### src/rtl/ipc_mailbox.sv
module ipc_mailbox #(
  parameter int DEPTH = 8,
  parameter int AW    = 8,
  parameter int SW    = 2
) (
  input  logic          clk,
  input  logic          rst_n,
  input  logic [AW-1:0] bus_addr,
  input  logic          bus_rd,
  input  logic          bus_wr,
  input  logic [31:0]   bus_wdata,
  output logic [31:0]   bus_rdata,
  output logic          irq,
  input  logic          rem_push,
  input  logic [31:0]   rem_push_data,
  input  logic [SW-1:0] rem_push_id,
  output logic          rem_full,
  input  logic          rem_pop,
  output logic [31:0]   rem_pop_data,
  output logic          rem_empty
);
  localparam int CW = $clog2(DEPTH + 1);
  localparam int PW = (DEPTH > 1) ? $clog2(DEPTH) : 1;
  localparam logic [AW-1:0] A_POP  = AW'('h00);
  localparam logic [AW-1:0] A_PEEK = AW'('h10);
  localparam logic [AW-1:0] A_SID  = AW'('h14);
  localparam logic [AW-1:0] A_IST  = AW'('h18);
  localparam logic [AW-1:0] A_CFG  = AW'('h1C);
  localparam logic [AW-1:0] A_PUSH = AW'('h20);
  localparam logic [AW-1:0] A_OST  = AW'('h38);

  logic [31:0]   in_mem  [DEPTH];
  logic [SW-1:0] in_tag  [DEPTH];
  logic [31:0]   out_mem [DEPTH];
  logic [PW-1:0] in_wp, in_rp, out_wp, out_rp;
  logic [CW-1:0] in_cnt, out_cnt;
  logic          cfg_en;

  wire in_full   = in_cnt  == CW'(DEPTH);
  wire in_empty  = in_cnt  == '0;
  wire out_full  = out_cnt == CW'(DEPTH);
  wire out_empty = out_cnt == '0;

  wire in_push  = rem_push & ~in_full;
  wire in_pop   = bus_rd & (bus_addr == A_POP) & ~in_empty;
  wire out_push = bus_wr & (bus_addr == A_PUSH) & ~out_full;
  wire out_pop  = rem_pop & ~out_empty;

  wire [31:0] in_head = in_empty ? 32'd0 : in_mem[in_rp];

  assign rem_full     = in_full;
  assign rem_empty    = out_empty;
  assign rem_pop_data = out_empty ? 32'd0 : out_mem[out_rp];
  assign irq          = cfg_en & ~in_empty;

  always_ff @(posedge clk) begin
    if (in_push) begin
      in_mem[in_wp] <= rem_push_data;
      in_tag[in_wp] <= rem_push_id;
    end
    if (out_push) out_mem[out_wp] <= bus_wdata;
  end

  always_ff @(posedge clk or negedge rst_n) begin
    if (!rst_n) begin
      in_wp <= '0; in_rp <= '0; in_cnt <= '0;
      out_wp <= '0; out_rp <= '0; out_cnt <= '0;
      cfg_en <= 1'b0;
    end else begin
      if (in_push)  in_wp  <= in_wp + 1'b1;
      if (in_pop)   in_rp  <= in_rp + 1'b1;
      if (out_push) out_wp <= out_wp + 1'b1;
      if (out_pop)  out_rp <= out_rp + 1'b1;
      in_cnt  <= in_cnt  + CW'(in_push)  - CW'(in_pop);
      out_cnt <= out_cnt + CW'(out_push) - CW'(out_pop);
      if (bus_wr && bus_addr == A_CFG) cfg_en <= bus_wdata[0];
    end
  end

  always_comb begin
    bus_rdata = 32'd0;
    if (bus_rd) begin
      case (bus_addr)
        A_POP, A_PEEK: bus_rdata = in_head;
        A_SID:  bus_rdata = in_empty ? 32'd0 : {{(32-SW){1'b0}}, in_tag[in_rp]};
        A_IST:  bus_rdata = {in_full, in_empty, {(30-CW){1'b0}}, in_cnt};
        A_CFG:  bus_rdata = {31'd0, cfg_en};
        A_OST:  bus_rdata = {out_full, out_empty, {(30-CW){1'b0}}, out_cnt};
        default: bus_rdata = 32'd0;
      endcase
    end
  end

  p_count_bound_r2: assert property (@(posedge clk) disable iff (!rst_n)
    (in_cnt <= CW'(DEPTH)) && (out_cnt <= CW'(DEPTH)));

  p_full_drop_r7: assert property (@(posedge clk) disable iff (!rst_n)
    (out_full && bus_wr && bus_addr == A_PUSH && !rem_pop) |=> out_full && $stable(out_wp));

  p_empty_read_r7: assert property (@(posedge clk) disable iff (!rst_n)
    (in_empty && bus_rd && bus_addr == A_POP && !rem_push) |=> in_empty && $stable(in_rp));

  p_peek_keep_r4: assert property (@(posedge clk) disable iff (!rst_n)
    (bus_rd && bus_addr == A_PEEK && !rem_push) |=> $stable(in_cnt) && $stable(in_rp));

  p_irq_last_r8: assert property (@(posedge clk) disable iff (!rst_n)
    (in_cnt == CW'(1) && bus_rd && bus_addr == A_POP && !rem_push) |=> !irq);

  p_inbound_quiet_r9: assert property (@(posedge clk) disable iff (!rst_n)
    (!rem_push && !(bus_rd && bus_addr == A_POP)) |=> $stable(in_cnt));

  p_outbound_quiet_r9: assert property (@(posedge clk) disable iff (!rst_n)
    (!rem_pop && !(bus_wr && bus_addr == A_PUSH)) |=> $stable(out_cnt));
endmodule

### config.mk
export PLATFORM = sky130hd
export DESIGN_NAME = ipc_mailbox
export DESIGN_NICKNAME = d
export VERILOG_FILES = /design/src/rtl/ipc_mailbox.sv
export SDC_FILE = /design/constraint.sdc
export NUM_CORES = 1
export LEC_CHECK = 0
export ABC_AREA = 1
export BUFFER_PORTS_ARGS = -buffer_cell sky130_fd_sc_hd__buf_2
export CORE_MARGIN = 3
export CORE_UTILIZATION = 30
export CTS_CLUSTER_SIZE = 14
export DETAILED_ROUTE_END_ITERATION = 10
export GPL_ROUTABILITY_DRIVEN = 0
export PLACE_DENSITY_LB_ADDON = 0.1
export SETUP_SLACK_MARGIN = 0.05
export SLEW_MARGIN = 0
export SYNTH_ARGS = -nofsm -noshare
export SYNTH_HDL_FRONTEND = slang
export SYNTH_SLANG_ARGS = --single-unit
### constraint.sdc
create_clock -name clk -period 9.8 [get_ports clk]
set_input_delay 1.96 -clock clk [delete_from_list [all_inputs] [get_ports clk]]
set_output_delay 1.96 -clock clk [all_outputs]
set_load 0.005 [all_outputs]
; ---- Word-level counts from Yosys, hierarchy flattened
; Memory sizes are Yosys's and may differ from the RTL's.
; Index checks and enable logic that the tools add are counted.
[totals]
mem_count = 3
mem_bits_rw = 528
in_bits = 80
register_bits = 21
[memory_table]
columns = name, words, word_bits, read_ports, rd_ports_with_merged_regs, write_ports, line_no
row1 = in_mem, 8, 32, 1, 0, 1, 32  ; logic [31:0] in_mem [DEPTH];
row2 = out_mem, 8, 32, 1, 0, 1, 34  ; logic [31:0] out_mem [DEPTH];
row3 = in_tag, 8, 2, 1, 0, 1, 33  ; logic [SW-1:0] in_tag [DEPTH];
[op_classes]
n_addsub = 8
n_eq_ne = 8
bitwise_logic = 11
reduce_logical = 5
mux = 9
[op_table]
columns = op, n
row1 = 32-bit case mux with 5 select lines, 1
row2 = 32-bit 2-to-1 mux, 3
row3 = "8-bit by 5-bit equality test with 1-bit output, second input constant", 4
row4 = "8-bit by 6-bit equality test with 1-bit output, second input constant", 2
row5 = "3-bit by 1-bit adder with 3-bit output, second input constant", 4
row6 = 4-bit by 1-bit adder with 4-bit output, 2
row7 = "4-bit equality test, second input constant", 2
row8 = 4-bit zero test, 2
row9 = 8-bit zero test, 1
row10 = 4-bit by 1-bit subtractor with 4-bit output, 2
row11 = 1-bit bitwise AND, 7
row12 = 1-bit 2-to-1 mux, 4
row13 = 1-bit NOT, 4
row14 = 2-bit 2-to-1 mux, 1
row15 = 2-bit OR reduction, 1
row16 = 1-bit logical AND, 1

; ---- Logic depth before layout (Yosys ltp)
[depth]
word_depth = 5
depth_mapped = 14
depth_no_buf = 13

; ---- Least setup slack after synthesis
; No wires, ideal clock.
[synth_timing]
path_type = in2reg
from = input port bus_addr[5]
to = memory out_mem[5][0], enable pin
t_arrival_ns = 4.740
cell_stages = 4
setup_slack_ns = 4.599
setup_ns = 0.461
required_ns = 9.339
path_cell_list = inv_2 > nor4_4 > nand4_1 > nor3_1
[synth_between]
elab_chain_cells = 5
[synth_lines]
columns = item, line_no
row1 = "start, declared", 8  ; input logic [AW-1:0] bus_addr,
row2 = 8-bit by 6-bit equality test with 1-bit output, 46  ; wire out_push = bus_wr & (bus_addr == A_PUSH) & ~out_full;
row3 = 1-bit bitwise AND (2 in series), 46
row4 = 1-bit 2-to-1 mux, 61  ; if (out_push) out_mem[out_wp] <= bus_wdata;
row5 = 1-bit 2-to-1 mux (implied by the code), 61
row6 = "end, declared", 34
; Every way passes these cells.

; ---- Worst setup path in the final report
[layout_timing]
from = register in_rp[0]
to = output port bus_rdata[28]
[layout_between]
elab_chain_cells = 4
[layout_lines]
columns = item, line_no
row1 = "start, declared", 35  ; logic [PW-1:0] in_wp, in_rp, out_wp, out_rp;
row2 = "start signal, assigned", 71  ; if (in_pop) in_rp <= in_rp + 1'b1;
row3 = memory 8 x 32 bit, --
row4 = 32-bit 2-to-1 mux, 49  ; wire [31:0] in_head = in_empty ? 32'd0 : in_mem[in_rp];
row5 = 32-bit case mux with 5 select lines, 83  ; case (bus_addr)
row6 = 32-bit 2-to-1 mux, 82  ; if (bus_rd) begin
row7 = "end, declared", 12  ; output logic [31:0] bus_rdata,
; Every way passes these cells.

==> metrics.txt <==
# TYPE chip_impl_metric gauge
chip_impl_metric{name="setup_slack",unit="ns"} 4.15
chip_impl_metric{name="final_critical_path_time_including_i_o_delays_and_setup",unit="ns"} 5.65
chip_impl_metric{name="worst-path-max-fanout",unit=""} 83
chip_impl_metric{name="setup_tns",unit="ns"} 0
chip_impl_metric{name="netlist_instances",unit=""} 1713
chip_impl_metric{name="post-cts-setup-buffer-count",unit=""} 0
chip_impl_metric{name="ys_warn_count",unit=""} 0
chip_impl_metric{name="numCtsBuffers",unit=""} 66
chip_impl_metric{name="synth.distinct_cells",unit=""} 39
chip_impl_info{name="cts_tree",value="yes"} 1
chip_impl_metric{name="cts_num_sinks",unit=""} 549
chip_impl_metric{name="detail_route.wirelength",unit="mm"} 58.3
chip_impl_metric{name="whs",unit="ns"} 0.543
chip_impl_info{name="outcome",value="finished clean"} 1
chip_impl_metric{name="synth.net_count",unit=""} 1811
chip_impl_info{name="hold_end",value="in_wp[0]"} 1
chip_impl_metric{name="via_per_inst",unit=""} 4.74
chip_impl_metric{name="timing.critical_path.required",unit="ns"} 7.84
chip_impl_metric{name="initial_core_util",unit="%"} 30.4
chip_impl_metric{name="layout.cell_area.non_filler",unit="mm2"} 0.0260
chip_impl_metric{name="gr-total-overflow",unit=""} 0
chip_impl_metric{name="ys_seq_elements",unit=""} 549
chip_impl_metric{name="fill_cells",unit=""} 7098
chip_impl_metric{name="fp.dieW",unit="um"} 278
chip_impl_info{name="timing.rr.end",value="in_cnt[2]"} 1
chip_impl_metric{name="maximum_single_stage_delay_on_the_critical_path",unit="ns"} 0.80
chip_impl_metric{name="standard_cell_core_area",unit="mm2"} 0.0732
chip_impl_metric{name="clkTransAtPathRegs",unit="ns"} 0.06
chip_impl_metric{name="max_freq",unit="MHz"} 177
chip_impl_metric{name="max_cap_viol_count",unit=""} 0
chip_impl_metric{name="whs_path_depth",unit=""} 2
chip_impl_metric{name="slew_headroom",unit="%"} 31.0
chip_impl_metric{name="first_iter_violations",unit=""} 878
chip_impl_metric{name="setup_violations",unit=""} 0
chip_impl_metric{name="io_pins",unit=""} 147
chip_impl_metric{name="clock_latency_late_sink",unit="ns"} 0.59
chip_impl_metric{name="fp.dieArea",unit="mm2"} 0.0774
chip_impl_metric{name="drtPass1Iterations",unit=""} 5
chip_impl_metric{name="cp.arrival",unit="ns"} 3.69
chip_impl_metric{name="cts_hold_buf",unit=""} 0
chip_impl_metric{name="dp_hpwl",unit="mm"} 29.3
chip_impl_metric{name="antenna_found_initial",unit=""} 11
chip_impl_info{name="worstSetupStartpointType",value="register"} 1
chip_impl_metric{name="ir_drop",unit="mV"} 0.121
chip_impl_metric{name="finalCritPeriodShare",unit="%"} 57.7
chip_impl_info{name="worst_min_delay_path_category",value="reg2reg"} 1
chip_impl_info{name="path_class",value="reg2out"} 1
chip_impl_metric{name="drc_errors",unit=""} 0
chip_impl_metric{name="detailed_place.area",unit="mm2"} 0.0239
chip_impl_metric{name="synth-seq-area-share",unit="%"} 73.7
chip_impl_metric{name="grt_pass1_wl",unit="mm"} 87.0
chip_impl_info{name="final_common_cell",value="sky130_fd_sc_hd__edfxtp_1"} 1
chip_impl_metric{name="worst-r2r-setup-slack",unit="ns"} 7.08
chip_impl_info{name="hold_path_startpoint",value="in_wp[0]"} 1
chip_impl_metric{name="first_global_vias",unit=""} 13400
chip_impl_metric{name="global_route.usage.met2",unit="%"} 25.6
chip_impl_metric{name="powerDensity",unit="mW/mm2"} 259
chip_impl_metric{name="groute.layer.met1.usage",unit="%"} 19.1
chip_impl_metric{name="detailroute.via_count",unit=""} 13600
chip_impl_info{name="cp-end-kind",value="primary output"} 1
chip_impl_info{name="gr-max-usage-layer",value="met2"} 1
chip_impl_info{name="ctsRootBufferMaster",value="sky130_fd_sc_hd__clkbuf_16"} 1
chip_impl_metric{name="cts_htree_levels",unit=""} 3
chip_impl_metric{name="ff2ff_path_depth",unit=""} 13
chip_impl_metric{name="gr-usage-all-layers",unit="%"} 14.9
chip_impl_metric{name="power_leakage",unit="nW"} 8.95
chip_impl_metric{name="worst_clock_skew",unit="ns"} 0.0139
chip_impl_metric{name="hold_violations",unit=""} 0
chip_impl_metric{name="syn_area",unit="mm2"} 0.0222
chip_impl_metric{name="syn_avg_cell_area",unit="um2"} 13.0
chip_impl_info{name="rsz0062_at_grt",value="no"} 1
chip_impl_info{name="critical_path.slowest_cell",value="sky130_fd_sc_hd__dfrtp_4"} 1
chip_impl_info{name="regToRegStartpoint",value="in_cnt[2]"} 1
chip_impl_metric{name="report.final.slew_viol_count",unit=""} 0
chip_impl_metric{name="num_rows",unit=""} 99
chip_impl_metric{name="dieHeight",unit="um"} 278
chip_impl_metric{name="placement.setup.worst_slack",unit="ns"} 4.49
chip_impl_metric{name="layout-drive-gt1-share",unit="%"} 16.0
chip_impl_metric{name="gr_met3_demand_resource",unit="%"} 3.31
chip_impl_metric{name="postCtsResizedCells",unit=""} 0
chip_impl_metric{name="clk_path_buf_depth",unit=""} 3
chip_impl_metric{name="tightestPinTransition",unit="ns"} 1.03
chip_impl_metric{name="final_antenna_net_count",unit=""} 0
chip_impl_info{name="critical_path.cell_chain",value="inv_4 -> buf_4 -> o21ai_0 -> o221ai_1 -> o21ai_1 -> nor2_1 -> buf_2"} 1
chip_impl_info{name="top_library_cells_by_usage_in_the_layout_fill_and_taps_aside",value="sky130_fd_sc_hd__edfxtp_1 (528), sky130_fd_sc_hd__nor2_1 (365), sky130_fd_sc_hd__o21ai_0 (270), sky130_fd_sc_hd__buf_2 (146), sky130_fd_sc_hd__nand2_1 (72)"} 1
chip_impl_metric{name="area_growth_syn_to_layout",unit="%"} 16.9
chip_impl_metric{name="power.total",unit="W"} 0.00673
chip_impl_metric{name="post_drt_wl_per_cell",unit="um"} 20.4
chip_impl_metric{name="largest_net_degree_at_the_start_of_global_routing",unit=""} 98
chip_impl_metric{name="portBuffers",unit=""} 146
chip_impl_metric{name="final_nets",unit=""} 1948
[routing by layer]
| layer | part of all wire, % | vias up |
|---|---|---|
| met5 | 0.046 | - |
| met4 | 2.2 | 6 |
| met3 | 4.8 | 101 |
| met1 | 44 | 6703 |
| li1 | - | 6492 |
| met2 | 49 | 296 |
[area by class of cell]
class / instances / area, um2 / area share, %
well taps: 959 / 1200 / 4.62
clock buffers: 88 / 1810 / 6.96
clock inverters: 32 / 270 / 1.04
repair buffers: 172 / 926 / 3.56
diodes: 5 / 12.5 / 0.0481
flip-flops and latches: 549 / 16400 / 63.1
multi-input cells: 987 / 5090 / 19.6
inverters: 74 / 282 / 1.08
[where the power goes]
part	switching (W)	total, W	internal, W
Sequential	0.000141	0.00293	0.00279
Combinational	0.000975	0.00146	0.000487
Clock	0.000960	0.00234	0.00138
Total	0.00208	0.00673	0.00466
[cells in the mapped netlist, drive strengths merged]
cell type  count  share of area, %
dfrtp         21               2.4
a21oi          7              0.16
o221ai        26               1.0
mux2i         32               1.4
o22ai         58               1.6
o211ai         4              0.14
xor2           5              0.20
nor3b          1             0.056
inv           72               1.2
ha            16              0.90
o21a           1             0.034
nor2         377               6.5
clkinv         2             0.034
nand3         44              0.99
fa             2              0.18
nand4          5              0.17
edfxtp       528                71
nand2         78               1.4
clkbuf        38              0.66
mux2           1             0.051
or2            1             0.028
nor4           1             0.096
buf           65               2.0
o21ai        314               7.1
nor3           9              0.20
xnor2          5              0.20
[worst max-delay path: cells and delay by family, from the launching register on]
family          cells  cell delay (ns)
simple gates        1             0.16
compound gates      3             0.61
buf+inv             3             1.49
flops               1             0.80
[how the worst max path moves through the flow]
stage | slack (ns) | to | startpoint
2_1_floorplan | 4.60 | out_mem[5][0] | bus_addr[5]
5_1_grt | 3.83 | bus_rdata[28] | in_rp[0]
3_5_place_dp | 4.49 | bus_rdata[6] | bus_addr[0]
4_1_cts | 4.01 | bus_rdata[28] | in_rp[0]
3_3_place_gp | 4.55 | bus_rdata[25] | bus_addr[0]
6_report | 4.15 | bus_rdata[28] | in_rp[0]
[stage by stage]
stage / util, % / std cells
final: 35.5 / 2866
after CTS: 35.5 / 2861
after global routing: 35.5 / 2862
after detailed placement: 32.6 / 2741
after global placement: 32.6 / 2741
after floorplan: - / 1713
[sequential cells by signal, summed over array words and instances, names as in the netlist]
name	cells
in_mem	256
out_mem	256
in_tag	16
in_cnt	4
out_cnt	4
in_rp	3
in_wp	3
out_rp	3
out_wp	3
cfg_en	1
[cells by family (layout without fill, tap and decap cells)]
| logic type | after synthesis | in the layout | share of synthesized area, % |
|---|---|---|---|
| AO/OA/AOI/OAI | 410 | 410 | 10.0 |
| XOR/XNOR | 10 | 10 | 0.394 |
| adder cells (fa/ha/maj) | 18 | 18 | 1.08 |
| buffers and inverters | 177 | 366 | 3.88 |
| flip-flops | 549 | 549 | 73.7 |
| multiplexers | 33 | 33 | 1.49 |
| other | 0 | 5 | 0 |
| AND/OR/NAND/NOR | 516 | 516 | 9.44 |
Power figures use the tool's default switching activity.
